<file path="src/rtl/eewb_pkg.sv">
package eewb_pkg;
    typedef enum logic [1:0] {
        WB_IDLE,
        WB_COLLECT,
        WB_WRITE,
        WB_WAIT
    } wb_state_e;
endpackage

</file>
<file path="src/rtl/eewb_slot_buf.sv">
// Slot buffer: one {valid, address, data} entry per row byte.
module eewb_slot_buf #(
    parameter int ADDR_W = 8,
    parameter int DATA_W = 8,
    parameter int SLOTS  = 8,
    parameter int IDX_W  = 3
) (
    input  logic              clk,
    input  logic              rst_n,
    input  logic              clear,
    input  logic              wr_en,
    input  logic [IDX_W-1:0]  wr_idx,
    input  logic [ADDR_W-1:0] wr_addr,
    input  logic [DATA_W-1:0] wr_data,
    input  logic [IDX_W-1:0]  rd_idx,
    output logic              rd_valid,
    output logic [ADDR_W-1:0] rd_addr,
    output logic [DATA_W-1:0] rd_data
);
    logic              slot_vld [SLOTS];
    logic [ADDR_W-1:0] slot_adr [SLOTS];
    logic [DATA_W-1:0] slot_dat [SLOTS];
    logic [SLOTS-1:0]  hit;

    // Decode the write index into one select line per slot.
    for (genvar s = 0; s < SLOTS; s++) begin : g_hit
        assign hit[s] = wr_en && (wr_idx == IDX_W'(s));
    end

    always_ff @(posedge clk) begin
        for (int s = 0; s < SLOTS; s++) begin
            if (!rst_n) begin
                slot_vld[s] <= 1'b0;
                slot_adr[s] <= '0;
                slot_dat[s] <= '1;
            end else if (clear) begin
                slot_vld[s] <= 1'b0;
            end else if (hit[s]) begin
                slot_vld[s] <= 1'b1;
                slot_adr[s] <= wr_addr;
                slot_dat[s] <= wr_data;
            end
        end
    end

    assign rd_valid = slot_vld[rd_idx];
    assign rd_addr  = slot_adr[rd_idx];
    assign rd_data  = slot_dat[rd_idx];
endmodule

</file>
<file path="src/rtl/eewb_addr_gen.sv">
// Address arithmetic for both buffering modes.
module eewb_addr_gen #(
    parameter int ADDR_W   = 8,
    parameter int ROW_BITS = 3,
    parameter int MB_BITS  = 2,
    parameter int MB_LIMIT = 4,
    parameter int GRP_BITS = 2,
    parameter int CNT_W    = 4
) (
    input  logic [ADDR_W-1:0]   base,
    input  logic                multi,
    input  logic [ROW_BITS-1:0] n_wrap,
    input  logic [CNT_W-1:0]    n_sat,
    output logic [ROW_BITS-1:0] slot_idx,
    output logic [ADDR_W-1:0]   byte_addr,
    output logic [ADDR_W-1:0]   next_addr,
    output logic                spans
);
    logic [ROW_BITS-1:0] pg_slot;
    logic [ADDR_W-1:0]   pg_addr;
    logic [MB_BITS-1:0]  mb_off;
    logic [CNT_W-1:0]    taken;
    logic [ADDR_W-1:0]   mb_last;

    always_comb begin
        // Row mode: only the offset inside the row advances.
        pg_slot = base[ROW_BITS-1:0] + n_wrap;
        pg_addr = {base[ADDR_W-1:ROW_BITS], pg_slot};

        // Burst mode: full-width increment, limited slot count.
        mb_off  = n_wrap[MB_BITS-1:0];
        taken   = (n_sat > CNT_W'(MB_LIMIT)) ? CNT_W'(MB_LIMIT) : n_sat;
        mb_last = base + ADDR_W'(taken) - ADDR_W'(1);

        if (multi) begin
            slot_idx  = ROW_BITS'(mb_off);
            byte_addr = base + ADDR_W'(mb_off);
            next_addr = base + ADDR_W'(taken);
            spans     = (taken != '0) &&
                        (mb_last[ADDR_W-1:GRP_BITS] != base[ADDR_W-1:GRP_BITS]);
        end else begin
            slot_idx  = pg_slot;
            byte_addr = pg_addr;
            next_addr = pg_addr;
            spans     = 1'b0;
        end
    end
endmodule

</file>
<file path="src/rtl/eewb_prog_timer.sv">
// Program-time counter: runs for BASE or 2*BASE cycles after start.
module eewb_prog_timer #(
    parameter int BASE_CYCLES = 1000,
    parameter int TW          = 11
) (
    input  logic clk,
    input  logic rst_n,
    input  logic start,
    input  logic dbl,
    output logic done
);
    logic          running;
    logic [TW-1:0] cnt;
    logic [TW-1:0] target;

    always_ff @(posedge clk) begin
        if (!rst_n) begin
            running <= 1'b0;
            cnt     <= '0;
            target  <= TW'(BASE_CYCLES);
        end else if (start) begin
            running <= 1'b1;
            cnt     <= '0;
            target  <= dbl ? TW'(2 * BASE_CYCLES) : TW'(BASE_CYCLES);
        end else if (running) begin
            if (cnt == target - TW'(1)) begin
                running <= 1'b0;
            end else begin
                cnt <= cnt + TW'(1);
            end
        end
    end

    assign done = running && (cnt == target - TW'(1));
endmodule

</file>
<file path="src/rtl/eeprom_wrbuf.sv">
module eeprom_wrbuf
    import eewb_pkg::*;
#(
    parameter int ADDR_W      = 8,
    parameter int DATA_W      = 8,
    parameter int ROW_BYTES   = 8,
    parameter int MB_LIMIT    = 4,
    parameter int GROUP_BYTES = 4,
    parameter int PROG_CYCLES = 1000
) (
    input  logic              clk,
    input  logic              rst_n,
    input  logic              load_addr,
    input  logic [ADDR_W-1:0] start_addr,
    input  logic              mode_multi,
    input  logic              byte_valid,
    input  logic [DATA_W-1:0] byte_data,
    input  logic              stop_seen,
    input  logic              write_ctl,
    output logic              arr_we,
    output logic [ADDR_W-1:0] arr_addr,
    output logic [DATA_W-1:0] arr_wdata,
    output logic              busy,
    output logic              ptr_upd,
    output logic [ADDR_W-1:0] ptr_value
);
    localparam int ROW_BITS = $clog2(ROW_BYTES);
    localparam int MB_BITS  = $clog2(MB_LIMIT);
    localparam int GRP_BITS = $clog2(GROUP_BYTES);
    localparam int CNT_W    = $clog2(ROW_BYTES + 1);
    localparam int TW       = $clog2(2 * PROG_CYCLES + 1);

    wb_state_e           state_q, state_d;
    logic [ADDR_W-1:0]   base_q;
    logic                multi_q;
    logic [ROW_BITS-1:0] n_wrap_q;
    logic [CNT_W-1:0]    n_sat_q;
    logic [ROW_BITS-1:0] ptr_q;
    logic                span_q;
    logic                upd_q;
    logic [ADDR_W-1:0]   upd_addr_q;

    // Outputs of the state decoder
    logic take_load, buf_clear, buf_wr, close_txn, tmr_start, busy_c, we_c;

    // Datapath
    logic [ROW_BITS-1:0] slot_idx;
    logic [ADDR_W-1:0]   byte_addr, next_addr;
    logic                spans;
    logic                rd_valid;
    logic [ADDR_W-1:0]   rd_addr;
    logic [DATA_W-1:0]   rd_data;
    logic                tmr_done;

    eewb_addr_gen #(
        .ADDR_W(ADDR_W), .ROW_BITS(ROW_BITS), .MB_BITS(MB_BITS),
        .MB_LIMIT(MB_LIMIT), .GRP_BITS(GRP_BITS), .CNT_W(CNT_W)
    ) u_agen (
        .base(base_q), .multi(multi_q), .n_wrap(n_wrap_q), .n_sat(n_sat_q),
        .slot_idx(slot_idx), .byte_addr(byte_addr), .next_addr(next_addr),
        .spans(spans)
    );

    eewb_slot_buf #(
        .ADDR_W(ADDR_W), .DATA_W(DATA_W), .SLOTS(ROW_BYTES), .IDX_W(ROW_BITS)
    ) u_buf (
        .clk(clk), .rst_n(rst_n), .clear(buf_clear), .wr_en(buf_wr),
        .wr_idx(slot_idx), .wr_addr(byte_addr), .wr_data(byte_data),
        .rd_idx(ptr_q), .rd_valid(rd_valid), .rd_addr(rd_addr), .rd_data(rd_data)
    );

    eewb_prog_timer #(
        .BASE_CYCLES(PROG_CYCLES), .TW(TW)
    ) u_tmr (
        .clk(clk), .rst_n(rst_n), .start(tmr_start),
        .dbl(span_q && multi_q), .done(tmr_done)
    );

    // State register
    always_ff @(posedge clk) begin
        if (!rst_n) state_q <= WB_IDLE;
        else        state_q <= state_d;
    end

    // Next-state logic
    always_comb begin
        state_d = state_q;
        unique case (state_q)
            WB_IDLE: begin
                if (load_addr) state_d = WB_COLLECT;
            end
            WB_COLLECT: begin
                if (stop_seen) begin
                    state_d = ((n_sat_q != '0) && !write_ctl) ? WB_WRITE : WB_IDLE;
                end
            end
            WB_WRITE: begin
                if (ptr_q == ROW_BITS'(ROW_BYTES - 1)) state_d = WB_WAIT;
            end
            WB_WAIT: begin
                if (tmr_done) state_d = WB_IDLE;
            end
            default: state_d = WB_IDLE;
        endcase
    end

    // Output and control decode
    always_comb begin
        take_load = 1'b0;
        buf_clear = 1'b0;
        buf_wr    = 1'b0;
        close_txn = 1'b0;
        tmr_start = 1'b0;
        busy_c    = 1'b0;
        we_c      = 1'b0;
        unique case (state_q)
            WB_IDLE: begin
                take_load = load_addr;
                buf_clear = load_addr;
            end
            WB_COLLECT: begin
                if (stop_seen) begin
                    close_txn = 1'b1;
                end else if (load_addr) begin
                    take_load = 1'b1;
                    buf_clear = 1'b1;
                end else if (byte_valid) begin
                    buf_wr = 1'b1;
                end
            end
            WB_WRITE: begin
                busy_c    = 1'b1;
                we_c      = rd_valid;
                tmr_start = (ptr_q == ROW_BITS'(ROW_BYTES - 1));
            end
            WB_WAIT: begin
                busy_c = 1'b1;
            end
            default: ;
        endcase
    end

    // Transaction registers
    always_ff @(posedge clk) begin
        if (!rst_n) begin
            base_q     <= '0;
            multi_q    <= 1'b1;
            n_wrap_q   <= '0;
            n_sat_q    <= '0;
            ptr_q      <= '0;
            span_q     <= 1'b0;
            upd_q      <= 1'b0;
            upd_addr_q <= '0;
        end else begin
            upd_q <= close_txn;
            if (close_txn) begin
                upd_addr_q <= next_addr;
                span_q     <= spans;
                ptr_q      <= '0;
            end
            if (take_load) begin
                base_q   <= start_addr;
                multi_q  <= mode_multi;
                n_wrap_q <= '0;
                n_sat_q  <= '0;
            end
            if (buf_wr) begin
                n_wrap_q <= n_wrap_q + ROW_BITS'(1);
                if (n_sat_q != CNT_W'(ROW_BYTES)) n_sat_q <= n_sat_q + CNT_W'(1);
            end
            if (state_q == WB_WRITE) begin
                ptr_q <= ptr_q + ROW_BITS'(1);
            end
        end
    end

    assign arr_we    = we_c;
    assign arr_addr  = rd_addr;
    assign arr_wdata = rd_data;
    assign busy      = busy_c;
    assign ptr_upd   = upd_q;
    assign ptr_value = upd_addr_q;
endmodule

</file>
<file path="config.mk">
export PLATFORM = sky130hd
export DESIGN_NAME = eeprom_wrbuf
export DESIGN_NICKNAME = d
export VERILOG_FILES = /design/src/rtl/eewb_pkg.sv /design/src/rtl/eewb_slot_buf.sv /design/src/rtl/eewb_addr_gen.sv /design/src/rtl/eewb_prog_timer.sv /design/src/rtl/eeprom_wrbuf.sv
export SDC_FILE = /design/constraint.sdc
export NUM_CORES = 1
export LEC_CHECK = 0
export BUFFER_PORTS_ARGS = -buffer_cell sky130_fd_sc_hd__buf_2
export CELL_PAD_IN_SITES_DETAIL_PLACEMENT = 1
export CELL_PAD_IN_SITES_GLOBAL_PLACEMENT = 1
export CORE_ASPECT_RATIO = 1.75
export CORE_MARGIN = 2
export CORE_UTILIZATION = 45
export DETAILED_ROUTE_END_ITERATION = 12
export GPL_TIMING_DRIVEN = 1
export PLACE_DENSITY = 0.69
export SYNTH_ARGS = -nofsm -noshare
export SYNTH_HDL_FRONTEND = slang
export SYNTH_HIERARCHICAL = 1
export SYNTH_SLANG_ARGS = --single-unit
</file>
<file path="constraint.sdc">
create_clock -name clk -period 4.3 [get_ports clk]
set_input_delay 0.86 -clock clk [delete_from_list [all_inputs] [get_ports clk]]
set_output_delay 0.86 -clock clk [all_outputs]
set_load 0.05 [all_outputs]
</file>
==> flow_summary_export.csv, run 1 <==
group,metric,value,unit
global_routing,antenna_found_initial,0,
critical_path,timing.rr.end,"u_buf/slot_adr[7][1]",
synthesis,synth.distinct_cells,71,
synthesis,synth_cells,726,
drt,antenna_left,0,
cts,cts-root-buf,"clkbuf_16",
sta,rsz0062_at_grt,"false",
power,power_density,371,mW/mm2
sta,hold_viol,0,
finish,n_antenna_cell,0,
finish,drive_above_1_share,18.8,%
cts,numCtsBuffers,17,
synthesis,synth_top_area_share,44.6,%
critical_path,critical_path.endpoint,"arr_addr[1]",
global_routing,grt_pass1_wl,35.9,mm
critical_path,slowest_delay,1.05,ns
sta,max_freq,0.282,GHz
sta,min_period_over_period,82.6,%
synthesis,synth-xor-area-share,2.59,%
synthesis,yosys-top-cells-count,"edfxtp_1 (135), or3_1 (69), and3_1 (68)",
critical_path,critPathMaxFanout,23,
critical_path,critPathArrivalTime,2.69,ns
critical_path,r2r-start,"n_wrap_q[0]",
synthesis,synth.avg_cell_area,12.5,um2
sta,clock_skew,0.0141,ns
synthesis,synth.most_common_cell,"edfxtp_1",
critical_path,cp_top_family,"flip-flops",
power,cellLeakagePower,0.00353,uW
global_routing,overflow,0,
synthesis,synth_top_family_by_area,"simple AND/OR/NAND/NOR gates",
placed_design,port_buffers,49,
critical_path,slowest_stage,"dfxtp_1",
synthesis,ys_warn_count,6,
drt,drt_iter0_drc,262,
floorplan,dieArea,0.0214,mm2
global_routing,grt_pass1_vias,6462,
power,finalPower,3730,uW
finish,multi_input_area,0.00379,mm2
cts,cts_tree,"done",
floorplan,row_count,68,
cts,clockBufferDepth,2,
sta,slew_viol_final,0,
cts,cts.sinks,181,
synthesis,synth_flop_cell,"edfxtp_1",
drt,wire_per_inst,22.3,um
job,maxCapViolations,0,
synthesis,syn_nets,765,
cts,post_cts_resized,0,
power,peakVddDrop,223,uV
drt,wl,22.6,mm
sta,tns,0,ns
finish,stdcell_count,1015,
finish,area_delta_synth_final,10.8,%
critical_path,path_class,"reg2out",
critical_path,cp-end-kind,"output port",
cts,insertion_delay,0.43,ns
critical_path,regToRegSetupSlack,0.98,ns
global_routing,grt_max_degree,37,
synthesis,async_flop_share,0,%
drt,route.vias.total,6004,
sta,worstMarginPinSlew,1.18,ns
synthesis,yosys.area.top_type,"edfxtp_1",
status,run_status,"completed",
critical_path,crit_chain,"buf_4, mux4_1, mux2_2, buf_2",
drt,drc,0,
synthesis,synth-seq-area-share,54.7,%
synthesis,synthSimpleGateAreaFrac,18.8,%
sta,setup_viol,0,
floorplan,die_x,111,um
sta,relSlewSlack,20.7,%
synthesis,syn_area,0.00909,mm2
synthesis,synthMuxAreaShare,11.9,%
critical_path,critPathLaunchType,"flop",
floorplan,die_h,192,um
critical_path,startpoint,"ptr_q[2]",
drt,via_per_inst,5.92,
cts,cts-htree-levels,4,
synthesis,synth_area_leaders,"edfxtp_1 (45%), dfxtp_1 (10%), mux4_1 (6.9%), or3_1 (4.8%), and3_1 (4.7%)",
global_routing,grt.total_usage,21.8,%
synthesis,synth-compound-area-share,6.07,%
floorplan,core,0.0197,mm2
finish,ff_latch_area,0.00498,mm2
placed_design,place.gp.congestion,0.765,
placed_design,place_inst,983,
finish,nets,796,
finish,finalCoreUtilization,51.0,%
critical_path,critPathBufInv,2,
floorplan,ios,50,
sta,min_period,3.55,ns
synthesis,synth-adder-area-share,2.37,%
critical_path,cp_num_cells,4,
cts,cts_setup_buffers,0,
sta,setup_ws,0.748,ns
critical_path,rr_worst_depth,7,
synthesis,synth-edff-count,135,
cts,cts.clk_slew.worst_paths,0.08,ns
drt,dr.pass1.iters,4,
placed_design,dp_hpwl,15.1,mm
worst_hold_path,hold_class,"reg2reg",
cts,postCtsHoldBufs,0,
finish,fillCellCount,2051,
critical_path,cp.required,3.44,ns
floorplan,start_util,46.0,%
synthesis,ys_seq_elements,181,
placed_design,pre_cts_slack,1.09,ns
==> worst min-delay path by stage <==
stage	startpoint	to	slack (ns)	cells after the start
4_1_cts	ptr_value[3]	ptr_value[3]	0.47	2
3_3_place_gp	ptr_value[7]	ptr_value[7]	0.44	2
3_5_place_dp	ptr_value[2]	ptr_value[2]	0.45	2
2_1_floorplan	span_q	span_q	0.43	2
6_report	span_q	span_q	0.47	2
5_1_grt	span_q	span_q	0.48	2
==> tightest hold or removal path: cells and delay by family, from the launching register on <==
family          cells  cell delay [ns]
simple gates        1             0.05
compound gates      1             0.05
flops               1             0.32
==> placed cells by master (no fill, tap or decap), drive strengths merged, types with 6 or more instances in the layout <==
cell | netlist | layout
inv | 15 | 23
and3 | 68 | 68
nor2 | 20 | 20
nor2b | 6 | 6
edfxtp | 135 | 135
nand2b | 6 | 6
xor2 | 12 | 12
xnor2 | 14 | 14
dfxtp | 46 | 46
o21ai | 25 | 25
or3 | 69 | 69
nand3 | 25 | 25
nand2 | 67 | 67
a21oi | 30 | 30
mux2 | 18 | 18
and2 | 7 | 7
clkbuf | 34 | 17
buf | 16 | 62
mux4 | 34 | 34
ha | 14 | 14
==> logic make-up (layout without fill, tap and decap cells) <==
group	Yosys count	in the layout
mux	54	54
fa+ha+maj	16	16
flops	181	181
xor+xnor	26	26
buf+inv	66	110
compound gates	82	82
other cells	1	1
simple gates	300	300
==> layer usage <==
layer / up-vias / track usage [%] / part of all wire, %
li1: 2814 / - / -
met1: 3050 / 24.7 / 39
met2: 117 / 41.2 / 56
met3: 23 / 3.41 / 3.5
met4: 0 / 8.31 / 1.9
met5: - / 0 / 0
==> registers in the layout, indices dropped and copies added, names as in the netlist, named ones only <==
name and flops:
n_wrap_q 3, state_q 1, u_buf/slot_adr 64, u_tmr/running 1, ptr_value 8, n_sat_q 4, u_tmr/cnt 11, span_q 1
u_buf/slot_dat 64, ptr_q 3, base_q 8, u_tmr/target 2, u_buf/slot_vld 8, ptr_upd 1, multi_q 1
==> per-stage QoR <==
step	instance area, um2	hold slack [ns]
final	10100	0.468
after detailed placement	9480	0.455
after global routing	10100	0.478
after global placement	9480	0.444
after CTS	10100	0.469
after floorplan	9090	0.432
==> layout make-up <==
cell class / instances / area share [%]
clock buffer: 17 / 4.22
clock inverter: 15 / 1.64
inverter: 16 / 0.646
multi-input combinational: 479 / 37.6
sequential: 181 / 49.4
tap: 245 / 3.04
timing repair buffer: 62 / 3.40
==> report_power, final <==
| part | leakage (uW) | switching [uW] | total (uW) | internal [uW] |
|---|---|---|---|---|
| sequential | 0.00156 | 23.5 | 1930 | 1900 |
| combinational | 0.00168 | 158 | 225 | 66.6 |
| clock | 0.000289 | 709 | 1580 | 873 |
| total | 0.00353 | 891 | 3730 | 2840 |
Power figures use the tool's default switching activity.
==> run 2: changes to the inputs <==
--- a/config.mk
+++ b/config.mk
@@ -5,15 +5,16 @@
 export SDC_FILE = /design/constraint.sdc
 export NUM_CORES = 1
 export LEC_CHECK = 0
+export ABC_AREA = 1
 export BUFFER_PORTS_ARGS = -buffer_cell sky130_fd_sc_hd__buf_2
 export CELL_PAD_IN_SITES_DETAIL_PLACEMENT = 1
 export CELL_PAD_IN_SITES_GLOBAL_PLACEMENT = 1
 export CORE_ASPECT_RATIO = 1.75
 export CORE_MARGIN = 2
-export CORE_UTILIZATION = 45
+export CORE_UTILIZATION = 42
 export DETAILED_ROUTE_END_ITERATION = 12
 export GPL_TIMING_DRIVEN = 1
-export PLACE_DENSITY = 0.69
+export PLACE_DENSITY = 0.73
 export SYNTH_ARGS = -nofsm -noshare
 export SYNTH_HDL_FRONTEND = slang
 export SYNTH_HIERARCHICAL = 1
==> constraint.sdc (replaced) <==
create_clock -name clk -period 2.9 [get_ports clk]
set_input_delay 0.58 -clock clk [delete_from_list [all_inputs] [get_ports clk]]
set_output_delay 0.58 -clock clk [all_outputs]
set_load 0.05 [all_outputs]
==> flow_summary_export.csv, run 2 <==
group,metric,value,unit
placed_design,dp_hpwl,20.2,mm
finish,area_delta_synth_final,12.6,%
critical_path,critPathArrivalTime,2.86,ns
sta,clock_skew,0.00929,ns
drt,antenna_left,0,
critical_path,startpoint,"n_wrap_q[0]",
sta,rsz0062_at_grt,"false",
drt,dr.pass1.iters,4,
critical_path,critPathMaxFanout,9,
global_routing,grt_pass1_vias,8451,
cts,postCtsHoldBufs,0,
synthesis,synth_top_area_share,41.4,%
critical_path,regToRegSetupSlack,0.22,ns
cts,cts.sinks,181,
synthesis,synth_cells,1265,
synthesis,syn_area,0.00980,mm2
global_routing,antenna_found_initial,0,
floorplan,row_count,74,
floorplan,start_util,42.3,%
finish,fillCellCount,2932,
placed_design,place_inst,1600,
cts,numCtsBuffers,17,
sta,min_period,2.68,ns
drt,via_per_inst,4.97,
floorplan,die_x,119,um
placed_design,place.gp.congestion,0.803,
floorplan,core,0.0231,mm2
synthesis,synth.avg_cell_area,7.75,um2
finish,biggestRegsByFlops,"u_buf/slot_adr x64, u_buf/slot_dat x64, u_tmr/cnt x11",
finish,nets,1354,
worst_hold_path,hold_class,"in2reg",
sta,slew_viol_final,0,
cts,cts.clk_slew.worst_paths,0.07,ns
floorplan,ios,50,
synthesis,ys_seq_elements,181,
critical_path,path_class,"reg2reg",
drt,drc,0,
placed_design,place_area,0.0104,mm2
sta,setup_viol,0,
synthesis,synth-seq-area-share,50.8,%
global_routing,grt_pass1_wl,43.4,mm
critical_path,timing.rr.end,"u_buf/slot_dat[5][1]",
global_routing,grt.total_usage,23.3,%
drt,wl,27.4,mm
finish,n_antenna_cell,0,
synthesis,syn_nets,1304,
cts,cts-root-buf,"clkbuf_16",
finish,design_area,0.0110,mm2
critical_path,critPathLaunchType,"flop",
synthesis,yosys.area.top_type,"edfxtp_1",
placed_design,pre_cts_slack,0.188,ns
synthesis,yosys-top-cells-count,"nand2_1 (420), inv_1 (218), nor2_1 (137)",
cts,cts-htree-levels,4,
synthesis,synth.most_common_cell,"nand2_1",
placed_design,port_buffers,49,
sta,worstMarginPinSlew,0.500,ns
critical_path,cp.required,3.09,ns
synthesis,synth_area_leaders,"edfxtp_1 (41%), nand2_1 (16%), dfxtp_1 (9.4%), inv_1 (8.4%), nand3_1 (5.8%)",
sta,relSlewSlack,66.5,%
power,peakVddDrop,293,uV
drt,route.vias.total,8112,
sta,setup_ws,0.225,ns
drt,drt_iter0_drc,326,
cts,insertion_delay,0.45,ns
sta,tns,0,ns
cts,clockBufferDepth,2,
critical_path,r2r-start,"n_wrap_q[0]",
finish,layout_commonest_cell,"nand2_1",
finish,drive_above_1_share,11.4,%
finish,final_cell_mix,"nand2_1 (420), inv_1 (218), nor2_1 (136)",
synthesis,ys_warn_count,6,
critical_path,cp-end-kind,"flop",
floorplan,dieArea,0.0246,mm2
critical_path,critical_path.endpoint,"u_buf/slot_dat[5][1]",
sta,max_freq,0.374,GHz
synthesis,synth.distinct_cells,36,
job,maxCapViolations,0,
finish,stdcell_count,1631,
synthesis,synth-edff-count,135,
power,power_density,589,mW/mm2
power,cellLeakagePower,0.00509,uW
sta,hold_viol,0,
drt,wire_per_inst,16.8,um
sta,min_period_over_period,92.3,%
critical_path,rr_worst_depth,12,
status,run_status,"completed",
synthesis,async_flop_share,0,%
global_routing,grt_max_degree,69,
global_routing,overflow,0,
floorplan,die_h,206,um
synthesis,synth_flop_cell,"edfxtp_1",
cts,cts_tree,"done",
## run 2: cell count changes after synthesis, sizes merged, moves of 18 or more
cell / before / now
nor2: 20 / 148
inv: 15 / 231
clkbuf: 34 / 9
nand3: 25 / 123
nand2: 67 / 431
and3: 68 / 0
or3: 69 / 0
mux2: 18 / 0
mux4: 34 / 0
## run 2: per-layer routing
layer / vias to the layer above / GRT usage, % / routed length, um
met5: - / 0 / 0
met4: 0 / 12.2 / 1150
met3: 66 / 3.09 / 672
met2: 144 / 47.1 / 15800
met1: 3912 / 22.4 / 9810
li1: 3990 / - / -
## run 2: area by class of cell
type / count / area [um2] / area share [%]
clock buffers: 19 / 433 / 3.93
inverters: 237 / 892 / 8.09
clock inverters: 12 / 178 / 1.61
repair buffers: 73 / 500 / 4.54
flip-flops and latches: 181 / 4980 / 45.1
well taps: 304 / 380 / 3.45
multi-input cells: 805 / 3670 / 33.3
## run 2: how the worst min path moves through the flow
stage,to,cells past startpoint,slack (ns),from
after floorplan,u_buf/slot_vld[4],2,0.43,u_buf/slot_vld[4]
after global placement,u_buf/slot_vld[4],2,0.44,u_buf/slot_vld[4]
after detailed placement,u_buf/slot_vld[4],2,0.45,u_buf/slot_vld[4]
after CTS,multi_q,3,0.31,mode_multi
after global routing,multi_q,3,0.34,mode_multi
final,multi_q,3,0.32,mode_multi
## run 2: kinds of logic (layout without fill, tap and decap cells)
| group | Yosys count | in the layout | share of synthesized area [%] |
|---|---|---|---|
| adders and majority gates | 16 | 16 | 2.20 |
| DFF | 181 | 181 | 50.8 |
| and+or+nand+nor | 713 | 713 | 30.6 |
| AOI/OAI and AO/OA | 59 | 59 | 3.10 |
| other | 1 | 1 | 0.0383 |
| buffers and inverters | 279 | 341 | 11.8 |
| xor gates and xnor gates | 16 | 16 | 1.51 |
## run 2: power by group
group / total (uW) / internal (uW) / switching, uW
Clock: 2460 / 1440 / 1030
Sequential: 2940 / 2870 / 77.5
Combinational: 1090 / 277 / 809
Total: 6490 / 4580 / 1910
## run 2: critical path, stage by stage (launching register included)
cell	delay [ns]
dfxtp_1	0.35
ha_1	0.22
fa_1	0.41
xnor2_1	0.19
inv_1	0.08
nand2_1	0.06
nand2_1	0.07
nor2_2	0.25
nand3_2	0.18
nor2_1	0.19
nand2_2	0.15
inv_2	0.17
nand2_1	0.08
## run 2: per-stage QoR
stage          util, %  hold WS (ns)  total power (uW)
6_report          47.6         0.324              6490
5_1_grt           47.6         0.340              6760
4_1_cts           47.6         0.309              6560
3_5_place_dp      45.0         0.452              4100
3_3_place_gp      45.0         0.445              4070
2_1_floorplan        -         0.427              3760
## run 2: timing repair
item,in CTS,in global routing
gates resized for setup,0,1
buffers inserted,0,0
endpoints found under the setup margin,0,40
==> run 3: changes to the inputs <==
--- a/config.mk
+++ b/config.mk
@@ -10,7 +10,7 @@
 export CELL_PAD_IN_SITES_DETAIL_PLACEMENT = 1
 export CELL_PAD_IN_SITES_GLOBAL_PLACEMENT = 1
 export CORE_ASPECT_RATIO = 1.75
-export CORE_MARGIN = 2
+export CORE_MARGIN = 5
 export CORE_UTILIZATION = 42
 export DETAILED_ROUTE_END_ITERATION = 12
 export GPL_TIMING_DRIVEN = 1
==> constraint.sdc (replaced) <==
create_clock -name clk -period 2.9 [get_ports clk]
set_input_delay 0 -clock clk [delete_from_list [all_inputs] [get_ports clk]]
set_output_delay 0 -clock clk [all_outputs]
set_load 0.05 [all_outputs]
==> flow_summary_export.csv, run 3 (synthesized netlist as in run 2, its figures left out) <==
group,metric,value,unit
sta,whs,0.0248,ns
finish,design_area,0.0112,mm2
global_routing,grt_max_degree,69,
critical_path,rr_worst_depth,12,
critical_path,timing.rr.end,"u_buf/slot_dat[5][7]",
sta,setup_viol,0,
global_routing,overflow,0,
global_routing,grt_util_met3,3.82,%
finish,biggestRegsByFlops,"u_buf/slot_adr x64, u_buf/slot_dat x64, u_tmr/cnt x11",
placed_design,place_inst,1599,
global_routing,grt_pass1_wl,43.8,mm
finish,layout_commonest_cell,"nand2_1",
cts,numCtsBuffers,17,
floorplan,ios,50,
global_routing,grt_use_met1,20.4,%
placed_design,place_area,0.0104,mm2
floorplan,dieArea,0.0266,mm2
cts,cts_tree,"done",
finish,nets,1367,
global_routing,grt_use_met2,43.5,%
global_routing,grt.total_usage,21.4,%
critical_path,cp.required,3.09,ns
sta,max_freq,0.380,GHz
worst_hold_path,hold_class,"in2reg",
cts,cts_setup_buffers,0,
drt,antenna_left,0,
drt,dr.pass1.iters,4,
placed_design,port_buffers,49,
drt,route.vias.total,8070,
sta,relSlewSlack,47.2,%
critical_path,cp_top_family,"simple AND/OR/NAND/NOR gates",
sta,hold_viol,0,
critical_path,crit_chain,"ha_1, fa_1, xnor2_1, inv_1, nand2_1, nand2_1, nor2_4, nand3_2, nor2_1, nand2_2, inv_2, nand2_1",
global_routing,grt-busiest-layer,"met2",
sta,slew_viol_final,0,
worst_hold_path,holdPathStages,3,
floorplan,die_h,212,um
finish,stdcell_count,1645,
global_routing,grt_pass1_vias,8556,
floorplan,die_x,125,um
cts,insertion_delay,0.45,ns
drt,via_per_inst,4.91,
worst_hold_path,min_to,"u_buf/slot_dat[1][2]",
finish,final_cell_mix,"nand2_1 (419), inv_1 (218), nor2_1 (136)",
drt,drt_iter0_drc,283,
sta,clock_skew,0.0104,ns
finish,drive_above_1_share,11.4,%
global_routing,antenna_found_initial,0,
critical_path,critPathMaxFanout,9,
sta,rsz0062_at_grt,"false",
critical_path,critPathLaunchType,"flop",
drt,drc,0,
worst_hold_path,hp-start,"byte_data[2]",
finish,finalCoreUtilization,48.2,%
cts,cts.sinks,181,
critical_path,r2r-start,"n_wrap_q[0]",
drt,wire_per_inst,16.6,um
sta,tns,0,ns
status,run_status,"completed",
critical_path,slowest_stage,"fa_1",
sta,min_period_over_period,90.7,%
placed_design,place.gp.congestion,0.812,
finish,area_delta_synth_final,13.8,%
cts,cts-htree-levels,4,
critical_path,regToRegSetupSlack,0.27,ns
floorplan,start_util,42.3,%
drt,wl,27.2,mm
floorplan,core,0.0231,mm2
job,maxCapViolations,0,
critical_path,cp-end-kind,"flop",
sta,min_period,2.63,ns
cts,clockBufferDepth,2,
power,power_density,578,mW/mm2
critical_path,path_common_cell,"nand2_1",
power,cellLeakagePower,0.00513,uW
placed_design,dp_hpwl,20.0,mm
critical_path,path_class,"reg2reg",
finish,n_antenna_cell,0,
floorplan,row_count,74,
sta,worstMarginPinSlew,0.792,ns
cts,cts.clk_slew.worst_paths,0.07,ns
critical_path,critPathBufInv,2,
cts,cts-root-buf,"clkbuf_16",
critical_path,slowest_delay,0.40,ns
power,peakVddDrop,314,uV
critical_path,critPathArrivalTime,2.82,ns
[run 3: repair_timing]
item | CTS | global route
setup endpoints to repair | 0 | 44
endpoints found under the hold margin | 22 | 0
hold buffers | 14 | 0
gates resized for setup | 0 | 4
[run 3: where the power goes]
part | internal [uW] | switching [uW]
sequential | 2870 | 76.0
combinational | 282 | 813
clock | 1370 | 1040
total | 4520 | 1930
[run 3: final cells by class]
type                    count  area, um2
repair buffers             86        621
clock buffers              19        433
clock inverters            13        173
flip-flops and latches    181       4980
fillers                  2900      12000
well taps                 304        380
inverters                 237        892
multi-input cells         805       3680
[run 3: worst max path at each step]
stage                    startpoint                    to  cells past startpoint
global route        u_tmr/target[5]                  flop                     15
CTS                     n_wrap_q[0]  u_buf/slot_dat[5][7]                     12
detailed placement      n_wrap_q[0]  u_buf/slot_dat[5][4]                     12
finish                  n_wrap_q[0]  u_buf/slot_dat[5][7]                     12
floorplan               n_wrap_q[0]  u_buf/slot_adr[5][0]                     11
global placement        n_wrap_q[0]  u_buf/slot_dat[5][3]                     12
[run 3: layer usage]
metal	up-vias	share of wire (%)
li1	4016	-
met1	3881	36
met2	121	58
met3	52	2.7
met4	0	3.7
met5	-	0
[run 3: tightest hold or removal path, delay by kind of cell]
family,cells,cell delay (ns)
buffers and inverters,2,0.25
AND/OR/NAND/NOR,1,0.12
[run 3: per-stage QoR]
stage	setup slack [ns]	power, uW
after global placement	0.248	4060
after global routing	0.0148	6740
after CTS	0.0915	6520
after floorplan	0.303	3760
final	0.268	6450
after detailed placement	0.134	4090
